### config.mk
export PLATFORM = sky130hd
export DESIGN_NAME = srx_receiver
export DESIGN_NICKNAME = d
export VERILOG_FILES = /design/src/rtl/srx_pkg.sv /design/src/rtl/srx_line_sync.sv /design/src/rtl/srx_bit_sampler.sv /design/src/rtl/srx_framer.sv /design/src/rtl/srx_hold_reg.sv /design/src/rtl/srx_receiver.sv
export SDC_FILE = /design/constraint.sdc
export NUM_CORES = 1
export LEC_CHECK = 0
export BUFFER_PORTS_ARGS = -buffer_cell sky130_fd_sc_hd__buf_2
export CORE_UTILIZATION = 55
export CTS_BUF_LIST = sky130_fd_sc_hd__clkbuf_8
export DETAILED_ROUTE_END_ITERATION = 8
export HOLD_SLACK_MARGIN = 0.05
export PLACE_DENSITY_LB_ADDON = 0.15
export SETUP_SLACK_MARGIN = 0.3
export SKIP_CTS_REPAIR_TIMING = 1
export SYNTH_ARGS = -nofsm -noshare
export SYNTH_HDL_FRONTEND = slang
export SYNTH_SLANG_ARGS = --single-unit
### constraint.sdc
create_clock -name clk -period 3.3 [get_ports clk]
set_input_delay 0.165 -clock clk [delete_from_list [all_inputs] [get_ports clk]]
set_output_delay 0.165 -clock clk [all_outputs]
set_load 0.005 [all_outputs]
### src/rtl/srx_pkg.sv
package srx_pkg;

  typedef enum logic [1:0] {
    FS_IDLE,
    FS_BITS,
    FS_WAIT_HIGH
  } frm_state_t;

  localparam logic [1:0] MODE_8N1 = 2'b00;
  localparam logic [1:0] MODE_8P1 = 2'b01;
  localparam logic [1:0] MODE_8N2 = 2'b10;
  localparam logic [1:0] MODE_9N1 = 2'b11;

  // Index of the final bit slot (start bit is slot 0).
  function automatic logic [3:0] last_slot(input logic [1:0] mode);
    return (mode == MODE_8N1) ? 4'd9 : 4'd10;
  endfunction

  function automatic logic is_stop_slot(input logic [1:0] mode, input logic [3:0] slot);
    case (mode)
      MODE_8N1: return slot == 4'd9;
      MODE_8N2: return (slot == 4'd9) || (slot == 4'd10);
      default:  return slot == 4'd10;
    endcase
  endfunction

  function automatic logic vote3(input logic a, input logic b, input logic c);
    return (a & b) | (a & c) | (b & c);
  endfunction

  function automatic logic disagree3(input logic a, input logic b, input logic c);
    return !((a == b) && (b == c));
  endfunction

  // True when data plus parity bit meet the selected polarity.
  function automatic logic parity_ok(input logic [7:0] d, input logic p, input logic odd);
    return (^{d, p}) == odd;
  endfunction

endpackage

### src/rtl/srx_line_sync.sv
module srx_line_sync #(
  parameter int STAGES = 2
) (
  input  logic clk,
  input  logic rst_n,
  input  logic din,
  output logic dout
);
  logic [STAGES-1:0] chain;

  generate
    for (genvar i = 0; i < STAGES; i++) begin : g_stage
      if (i == 0) begin : g_first
        always_ff @(posedge clk or negedge rst_n) begin
          if (!rst_n) chain[0] <= 1'b1;
          else        chain[0] <= din;
        end
      end else begin : g_next
        always_ff @(posedge clk or negedge rst_n) begin
          if (!rst_n) chain[i] <= 1'b1;
          else        chain[i] <= chain[i-1];
        end
      end
    end
  endgenerate

  assign dout = chain[STAGES-1];
endmodule

### src/rtl/srx_bit_sampler.sv
module srx_bit_sampler #(
  parameter int OVS        = 16,
  parameter int SAMPLE_MID = 8,
  localparam int PH_W      = $clog2(OVS)
) (
  input  logic            clk,
  input  logic            rst_n,
  input  logic            tick,
  input  logic            en,
  input  logic            line,
  input  logic [PH_W-1:0] phase,
  output logic            bit_strobe,
  output logic            bit_val,
  output logic            bit_noisy
);
  import srx_pkg::*;

  logic samp_a, samp_b;

  always_ff @(posedge clk or negedge rst_n) begin
    if (!rst_n) begin
      samp_a <= 1'b1;
      samp_b <= 1'b1;
    end else if (tick && en) begin
      if (phase == PH_W'(SAMPLE_MID - 1)) samp_a <= line;
      if (phase == PH_W'(SAMPLE_MID))     samp_b <= line;
    end
  end

  // Third sample is the live line on the decision tick.
  assign bit_strobe = tick && en && (phase == PH_W'(SAMPLE_MID + 1));
  assign bit_val    = vote3(samp_a, samp_b, line);
  assign bit_noisy  = disagree3(samp_a, samp_b, line);
endmodule

### src/rtl/srx_framer.sv
module srx_framer #(
  parameter int OVS        = 16,
  parameter int BREAK_BITS = 10,
  localparam int PH_W      = $clog2(OVS),
  localparam int RUN_W     = $clog2(BREAK_BITS + 1)
) (
  input  logic            clk,
  input  logic            rst_n,
  input  logic            tick,
  input  logic            line,
  input  logic [1:0]      mode,
  input  logic            parity_odd,
  input  logic            bit_strobe,
  input  logic            bit_val,
  input  logic            bit_noisy,
  output logic [PH_W-1:0] phase,
  output logic            sampling,
  output logic            done,
  output logic            brk,
  output logic [8:0]      word_o,
  output logic            ferr_o,
  output logic            nerr_o
);
  import srx_pkg::*;

  frm_state_t       state;
  logic [3:0]       slot;
  logic [8:0]       word, word_nx;
  logic             ferr, ferr_nx;
  logic             nerr, nerr_nx;
  logic [RUN_W-1:0] run;

  assign sampling = (state == FS_BITS);

  always_comb begin
    word_nx = word;
    for (int k = 0; k < 8; k++) begin
      if (slot == 4'(k + 1)) word_nx[k] = bit_val;
    end
    if (mode == MODE_9N1 && slot == 4'd9) word_nx[8] = bit_val;
    ferr_nx = ferr
            | (is_stop_slot(mode, slot) && !bit_val)
            | (mode == MODE_8P1 && slot == 4'd9 && !parity_ok(word[7:0], bit_val, parity_odd));
    nerr_nx = nerr | bit_noisy;
  end

  always_ff @(posedge clk or negedge rst_n) begin
    if (!rst_n) begin
      state  <= FS_IDLE;
      phase  <= '0;
      slot   <= '0;
      word   <= '0;
      ferr   <= 1'b0;
      nerr   <= 1'b0;
      run    <= '0;
      done   <= 1'b0;
      brk    <= 1'b0;
      word_o <= '0;
      ferr_o <= 1'b0;
      nerr_o <= 1'b0;
    end else begin
      done <= 1'b0;
      brk  <= 1'b0;
      if (tick) begin
        case (state)
          FS_IDLE: begin
            if (!line) begin
              state <= FS_BITS;
              phase <= PH_W'(1);
              slot  <= '0;
              word  <= '0;
              ferr  <= 1'b0;
              nerr  <= 1'b0;
              run   <= '0;
            end
          end
          FS_BITS: begin
            phase <= phase + 1'b1;
            if (phase == PH_W'(OVS - 1)) slot <= slot + 4'd1;
            if (bit_strobe) begin
              if (slot == 4'd0) begin
                if (bit_val) state <= FS_IDLE;      // start glitch
                else begin
                  run  <= RUN_W'(1);
                  nerr <= bit_noisy;
                end
              end else begin
                word <= word_nx;
                ferr <= ferr_nx;
                nerr <= nerr_nx;
                if (bit_val) run <= '0;
                else if (run < RUN_W'(BREAK_BITS)) begin
                  run <= run + 1'b1;
                  if (run == RUN_W'(BREAK_BITS - 1)) brk <= 1'b1;
                end
                if (slot == last_slot(mode)) begin
                  done   <= 1'b1;
                  word_o <= word_nx;
                  ferr_o <= ferr_nx;
                  nerr_o <= nerr_nx;
                  state  <= bit_val ? FS_IDLE : FS_WAIT_HIGH;
                end
              end
            end
          end
          FS_WAIT_HIGH: begin
            if (line) state <= FS_IDLE;
          end
          default: state <= FS_IDLE;
        endcase
      end
    end
  end
endmodule

### src/rtl/srx_hold_reg.sv
module srx_hold_reg (
  input  logic       clk,
  input  logic       rst_n,
  input  logic       load,
  input  logic       brk,
  input  logic [8:0] word,
  input  logic       ferr,
  input  logic       nerr,
  input  logic       rd,
  output logic [8:0] data,
  output logic       full,
  output logic       frame_err,
  output logic       noise_err,
  output logic       overrun_err,
  output logic       break_err
);
  logic lost;
  assign lost = load && full && !rd;

  always_ff @(posedge clk or negedge rst_n) begin
    if (!rst_n) begin
      data        <= '0;
      full        <= 1'b0;
      frame_err   <= 1'b0;
      noise_err   <= 1'b0;
      overrun_err <= 1'b0;
    end else if (lost) begin
      overrun_err <= 1'b1;
    end else if (load) begin
      data        <= word;
      full        <= 1'b1;
      frame_err   <= ferr;
      noise_err   <= nerr;
      overrun_err <= 1'b0;
    end else if (rd) begin
      full        <= 1'b0;
      frame_err   <= 1'b0;
      noise_err   <= 1'b0;
      overrun_err <= 1'b0;
    end
  end

  always_ff @(posedge clk or negedge rst_n) begin
    if (!rst_n)   break_err <= 1'b0;
    else if (brk) break_err <= 1'b1;
    else if (rd)  break_err <= 1'b0;
  end
endmodule

### src/rtl/srx_receiver.sv
module srx_receiver #(
  parameter int OVS         = 16,
  parameter int SAMPLE_MID  = 8,
  parameter int BREAK_BITS  = 10,
  parameter int SYNC_STAGES = 2,
  localparam int PH_W       = $clog2(OVS)
) (
  input  logic       clk,
  input  logic       rst_n,
  input  logic       sample_tick,
  input  logic       rx_line,
  input  logic [1:0] frame_mode,
  input  logic       parity_odd,
  input  logic       rd_strobe,
  input  logic       ie_full,
  input  logic       ie_overrun,
  input  logic       ie_break,
  output logic [8:0] rx_data,
  output logic       rx_full,
  output logic       frame_err,
  output logic       noise_err,
  output logic       overrun_err,
  output logic       break_err,
  output logic       irq
);
  logic            line_s;
  logic [PH_W-1:0] phase;
  logic            sampling;
  logic            bit_strobe, bit_val, bit_noisy;
  logic            frm_done, frm_brk;
  logic [8:0]      frm_word;
  logic            frm_ferr, frm_nerr;

  srx_line_sync #(.STAGES(SYNC_STAGES)) u_sync (
    .clk(clk), .rst_n(rst_n), .din(rx_line), .dout(line_s)
  );

  srx_bit_sampler #(.OVS(OVS), .SAMPLE_MID(SAMPLE_MID)) u_samp (
    .clk(clk), .rst_n(rst_n), .tick(sample_tick), .en(sampling), .line(line_s),
    .phase(phase), .bit_strobe(bit_strobe), .bit_val(bit_val), .bit_noisy(bit_noisy)
  );

  srx_framer #(.OVS(OVS), .BREAK_BITS(BREAK_BITS)) u_frm (
    .clk(clk), .rst_n(rst_n), .tick(sample_tick), .line(line_s),
    .mode(frame_mode), .parity_odd(parity_odd),
    .bit_strobe(bit_strobe), .bit_val(bit_val), .bit_noisy(bit_noisy),
    .phase(phase), .sampling(sampling), .done(frm_done), .brk(frm_brk),
    .word_o(frm_word), .ferr_o(frm_ferr), .nerr_o(frm_nerr)
  );

  srx_hold_reg u_hold (
    .clk(clk), .rst_n(rst_n), .load(frm_done), .brk(frm_brk), .word(frm_word),
    .ferr(frm_ferr), .nerr(frm_nerr), .rd(rd_strobe),
    .data(rx_data), .full(rx_full), .frame_err(frame_err), .noise_err(noise_err),
    .overrun_err(overrun_err), .break_err(break_err)
  );

  assign irq = (ie_full & rx_full) | (ie_overrun & overrun_err) | (ie_break & break_err);
endmodule

==> reports/metrics.cfg, run 1 <==
[power_and_ir_drop]
peakVddDrop_mv=0.398
clkPwrFrac_pct=27.1
switching_share_pct=31.7
p_switching_mw=0.596
leakage_nw=1.49
p_comb_share_pct=27.4
p_int_mw=1.29
powerDensity_nw_per_um2=594
seq_power_share_pct=45.5

[detailed_routing]
drtPass1Iterations=4
via_per_inst=5.71
wl_per_cell_um=14.6
postRouteWirelength_um=5530
first_iter_violations=86
via_count=2165
drc=0
ant_nets=0

[place]
port_buffers=25
dp_hpwl_um=3980
gp_congestion=0.816
pre_cts_ws_ns=0.994

[run]
cap_violations=0

[clocking]
clock_sinks=56
h-tree-depth=2
numCtsBuffers=5
worstSkewPairLatency_ns=0.30
cts_tree=done
clkTransAtPathRegs_ns=0.09
cts_root_buffer=clkbuf_8
cts_buffer_depth=2

[grt]
antenna_found_initial=0
track_usage_pct=23.0
grt_pass1_vias=1973
grt_overflow=0
grt_pass1_wl_um=9450
grt_max_degree=34

[setup_path]
r2r_start=u_frm.slot[1]
start_kind=flop
critPathKind=flop to flop
arrival_ns=2.47
ff2ff_setup_slack_ns=1.00
reg2reg_depth=5
end_kind=flop
crit_fanout=20
worst_ep_required_time_ns=3.47
rr_endpoint=u_frm.nerr_o

[hold_path]
hold_class=input port to flop
hold_start=sample_tick
hold_depth=4
hold-path-endpoint=u_frm.state[1]

[synth]
syn-cell-area_um2=2820
ys.flop_type=dfrtp_1
synth.area.mux_share_pct=5.94
synth_top_area_share_pct=46.1
yosysSeqAreaShare_pct=49.8
synthSimpleGateAreaFrac_pct=14.4
synth_edf_count=0
yosysTopAreaCell=dfrtp_1
synth_cell_types=45
ys.warnings.count=0
synth_area_leaders=dfrtp_1, o21ai_0, mux2_2, ha_1, a21oi_1
ys_seq_elements=56
syn-num-nets=307
synth_compound_area_share_pct=18.5
synth_top_family_by_area=compound AO/OA/AOI/OAI gates
syn_inst=285
async_flop_share_pct=100
synthAdderAreaFrac_pct=4.88
synthXorXnorAreaFrac_pct=3.59
syn_avg_cell_area_um2=9.90

[timing]
rsz0062_at_grt=false
min_period_ns=2.30
fin_skew_ns=0.00531
relSlewSlack_pct=49.2
tightest_slew_ns=0.757
finalSetupViolations=0
worst_slack_ns=1.00
max_clock_freq_ghz=0.435
finalCritPeriodShare_pct=69.7
setup_tns_ns=0
finalMaxSlewViolations=0
hold_violations=0

[floorplanning]
ios=26
die_area_um2=5420
start_util_pct=58.6
die_h_um=73.6
core_um2=4820
rows=25
die_w_um=73.6

[run_status]
status=completed

[final_layout]
drive_above_1_share_pct=17.9
final_cell_mix=dfrtp_1, o21ai_0, nand2_1
final_common_cell=dfrtp_1
final-seq-area_um2=1410
fin_nets=334
antennaDiodeCount=0
num-fill-cells=410
fin_util_pct=65.7
syn_to_final_growth_pct=12.2
multiInputGateArea_um2=1340

-- synthesized netlist by cell type, drive strengths merged, types with 2 or more instances --
master   n
dfrtp   52
o21ai   41
nand2   31
a21oi   26
nor2    20
mux2    14
ha      11
inv     11
clkbuf   9
xnor2    6
nand2b   5
nand3    5
a22o     4
dfstp    4
nor2b    4
a21o     3
nand4    3
nand4b   3
o31ai    3
xor2     3
a211oi   2
a32o     2
nor3     2
nor4     2
-- power by group through the flow --
stage	Combinational (mW)	Sequential (mW)	Clock, mW
2_1_floorplan	0.394	0.838	0
3_5_place_dp	0.505	0.867	0
5_1_grt	0.586	0.873	0.545
4_1_cts	0.511	0.855	0.520
3_3_place_gp	0.492	0.863	0
6_report	0.516	0.856	0.510
-- layer usage --
metal / vias to the layer above / part of all wire (%) / wire (µm) / global-route usage, %
li1: 1075 / - / - / -
met1: 1024 / 49 / 2720 / 33.4
met2: 60 / 46 / 2520 / 35.2
met3: 6 / 4.0 / 222 / 3.70
met4: 0 / 1.1 / 63 / 7.48
met5: - / 0 / 0 / 0
-- state kept, by name, indices dropped and copies added, names as in the netlist --
name,flops
u_hold.break_err,1
u_frm.run,4
u_frm.word_o,9
u_frm.done,1
u_frm.word,9
u_hold.noise_err,1
u_hold.data,9
u_hold.overrun_err,1
u_frm.ferr,1
u_sync.dout,1
u_frm.slot,4
u_samp.samp_a,1
u_samp.samp_b,1
u_frm.phase,4
u_frm.brk,1
u_frm.state,2
u_hold.full,1
u_hold.frame_err,1
u_frm.nerr,1
u_frm.ferr_o,1
u_frm.nerr_o,1
u_sync.chain,1
-- metrics by stage --
| stage | std cells | power (mW) | hold WS (ns) | area (µm²) |
|---|---|---|---|---|
| after floorplan | 285 | 1.23 | -0.131 | 2820 |
| after global placement | 369 | 1.36 | 0.256 | 3010 |
| after detailed placement | 369 | 1.37 | 0.256 | 3010 |
| after CTS | 376 | 1.89 | -0.0773 | 3140 |
| after global routing | 379 | 2.00 | 0.242 | 3170 |
| final | 379 | 1.88 | 0.217 | 3170 |
-- kinds of logic (layout without fill, tap and decap cells) --
family                   after synthesis  in the layout
buffers and inverters                 21             48
multiplexers                          15             15
AO/OA/AOI/OAI                         89             89
adder cells (fa/ha/maj)               11             11
AND/OR/NAND/NOR                       83             83
flip-flops                            56             56
XOR/XNOR                              10             10
-- worst max path at each step --
stage                   from            to  cells past startpoint
2_1_floorplan    u_sync.dout  u_frm.ferr_o                      6
3_3_place_gp   u_frm.slot[1]  u_frm.nerr_o                      5
3_5_place_dp   u_frm.slot[1]  u_frm.nerr_o                      5
4_1_cts        u_frm.slot[1]  u_frm.nerr_o                      5
5_1_grt        u_frm.slot[1]  u_frm.nerr_o                      5
6_report       u_frm.slot[1]  u_frm.nerr_o                      5
-- worst max-delay path, stage by stage, from the launching register on --
cell and delay, ns:
dfrtp_1 0.46, or4b_1 0.53, o21ai_0 0.11, nand4_1 0.60
nor4_1 0.41, a21oi_1 0.07
-- area by class of cell --
cell class | count | area share, %
clock buffers | 5 | 2.17
flip-flops and latches | 56 | 44.4
multi-input cells | 208 | 42.2
clock inverters | 2 | 1.90
well taps | 67 | 2.65
inverters | 11 | 1.30
repair buffers | 30 | 5.37
Note: power is estimated with default switching activity, not from simulation.
==> run 2: changes to the inputs <==
--- a/config.mk
+++ b/config.mk
@@ -5,6 +5,7 @@
 export SDC_FILE = /design/constraint.sdc
 export NUM_CORES = 1
 export LEC_CHECK = 0
+export ABC_AREA = 1
 export BUFFER_PORTS_ARGS = -buffer_cell sky130_fd_sc_hd__buf_2
 export CORE_UTILIZATION = 55
 export CTS_BUF_LIST = sky130_fd_sc_hd__clkbuf_8
==> constraint.sdc (replaced) <==
create_clock -name clk -period 1.8 [get_ports clk]
set_input_delay 0.09 -clock clk [delete_from_list [all_inputs] [get_ports clk]]
set_output_delay 0.09 -clock clk [all_outputs]
set_load 0.005 [all_outputs]
==> reports/metrics.cfg, run 2 <==
[setup_path]
arrival_ns=1.93
crit_fanout=6
crit_buf_inv=1
path_cells=ha_4 -> nor2_4 -> nand2_4 -> inv_4 -> nand2_4 -> nor2_4 -> a21oi_4 -> nand2_2 -> nor2_1 -> nor2_1
start_kind=flop
crit_cells=10
r2r_start=u_sync.dout
worst_ep_required_time_ns=2.01
ff2ff_setup_slack_ns=0.08
critPathKind=flop to flop
rr_endpoint=u_frm.run[2]
slowest_delay_ns=0.62
critical-path-top-delay-family=flip-flops
cpMaxStageDelayCell=dfstp_2
reg2reg_depth=10
end_kind=flop

[detailed_routing]
via_per_inst=5.39
drtPass1Iterations=5
postRouteWirelength_um=6810
wl_per_cell_um=14.6
ant_nets=0
first_iter_violations=147
via_count=2518
drc=0

[synth]
ys.flop_type=dfrtp_1
syn-cell-area_um2=2860
syn-num-nets=354
syn_avg_cell_area_um2=8.62
yosysTopAreaCell=dfrtp_1
synth_top_area_share_pct=45.5
yosysSeqAreaShare_pct=49.1
ys_seq_elements=56
ys.warnings.count=0
synthMostInstantiatedCell=nand2_1
synth_edf_count=0
synth_area_leaders=dfrtp_1, nand2_1, o21ai_0, inv_1, ha_1
synthTopCellsByCount=nand2_1, dfrtp_1, inv_1, o21ai_0, nor2_1
syn_inst=332
async_flop_share_pct=100
synth_cell_types=36

[floorplanning]
die_area_um2=5500
die_w_um=74.1
ios=26
core_um2=4880
die_h_um=74.1
rows=25
start_util_pct=58.7

[grt]
grt_overflow=0
grt_pass1_vias=2174
track_usage_pct=23.6
antenna_found_initial=0
grt_pass1_wl_um=9860
grt_max_degree=35

[clocking]
worstSkewPairLatency_ns=0.32
cts_tree=done
cts_buffer_depth=2
clkTransAtPathRegs_ns=0.10
numCtsBuffers=5
cts_root_buffer=clkbuf_8
h-tree-depth=2
clock_sinks=56

[place]
pre_cts_ws_ns=0.101
gp_congestion=0.921
dp_hpwl_um=4320
placed_area_um2=3210
port_buffers=25

[power_and_ir_drop]
p_comb_share_pct=52.2
p_switching_mw=2.27
peakVddDrop_mv=0.949
seq_power_share_pct=34.2
total_power_mw=5.13
powerDensity_nw_per_um2=1370
leakage_nw=1.81
clkPwrFrac_pct=13.6
p_int_mw=2.86
switching_share_pct=44.3

[final_layout]
antennaDiodeCount=0
final_cell_mix=nand2_1, dfrtp_1, inv_1
final_common_cell=nand2_1
fin_nets=421
drive_above_1_share_pct=35.8
top_regs=u_frm.word (9), u_frm.word_o (9), u_hold.data (9)
syn_to_final_growth_pct=30.9
fin_area_um2=3750

[timing]
relSlewSlack_pct=63.0
min_period_ns=1.72
fin_skew_ns=0.00815
finalSetupViolations=0
whs_ns=0.0736
finalMaxSlewViolations=0
setup_tns_ns=0
finalCritPeriodShare_pct=95.5
tightest_slew_ns=0.555
worst_slack_ns=0.0803
max_clock_freq_ghz=0.582
rsz0062_at_grt=true
hold_violations=0

[run_status]
status=completed

[hold_path]
hold-path-endpoint=u_hold.break_err
hold_start=rd_strobe
hold_class=input port to flop
hold_depth=3

[run]
cap_violations=0

==> run 2: changes by cell type after synthesis, moves of 8 or more <==
cell | before | now
nand2_1 | 31 | 77
inv_1 | 11 | 40
a21oi_1 | 26 | 10
nand3_1 | 5 | 19
o22ai_1 | 0 | 9
clkbuf_1 | 9 | 1
==> run 2: routing by layer <==
layer  routed length [µm]  vias to the layer above  part of all wire [%]  track usage, %
met5                    0                        -                     0               0
met2                 3360                       80                    49            38.3
met4                  223                        0                   3.3            9.62
met3                  303                       21                   4.5            4.07
li1                     -                     1224                     -               -
met1                 2920                     1193                    43            31.5
==> run 2: cells by family after synthesis <==
kind of cell	synth area share [%]
AOI/OAI and AO/OA	13.1
xor gates and xnor gates	1.22
adders and majority gates	4.81
buffers and inverters	6.42
DFF	49.1
muxes	3.54
and+or+nand+nor	21.8
==> run 2: cell type report <==
class | instances | area [µm²]
inverter | 44 | 171
fill | 345 | 1130
clock inverter | 3 | 20.0
tap | 67 | 83.8
timing repair inverter | 3 | 22.5
multi-input combinational | 229 | 1540
timing repair buffer | 60 | 432
clock buffer | 5 | 68.8
sequential | 56 | 1410
==> run 2: tightest hold or removal path, stage by stage <==
cell and delay (ns):
buf_2 0.07, inv_1 0.05, a21o_1 0.15
==> run 2: per-stage QoR <==
stage	instances	util, %
final	467	76.8
after global placement	430	65.8
after floorplan	332	-
after detailed placement	430	65.8
after global routing	467	76.8
after CTS	438	67.6
==> run 2: power by group through the flow <==
stage	sequential, mW	clock [mW]	combinational [mW]
floorplan	1.72	0	1.42
global placement	1.75	0	1.85
detailed placement	1.75	0	1.93
CTS	1.73	0.708	1.94
global route	1.78	0.758	2.94
finish	1.75	0.698	2.68
==> run 2: worst max path at each step <==
stage,from,to
3_3_place_gp,u_frm.phase[1],u_frm.word_o[5]
4_1_cts,u_frm.phase[1],u_frm.word_o[6]
6_report,u_sync.dout,u_frm.run[2]
2_1_floorplan,u_sync.dout,u_frm.run[2]
3_5_place_dp,u_frm.phase[1],u_frm.word_o[6]
5_1_grt,u_sync.dout,u_frm.run[2]
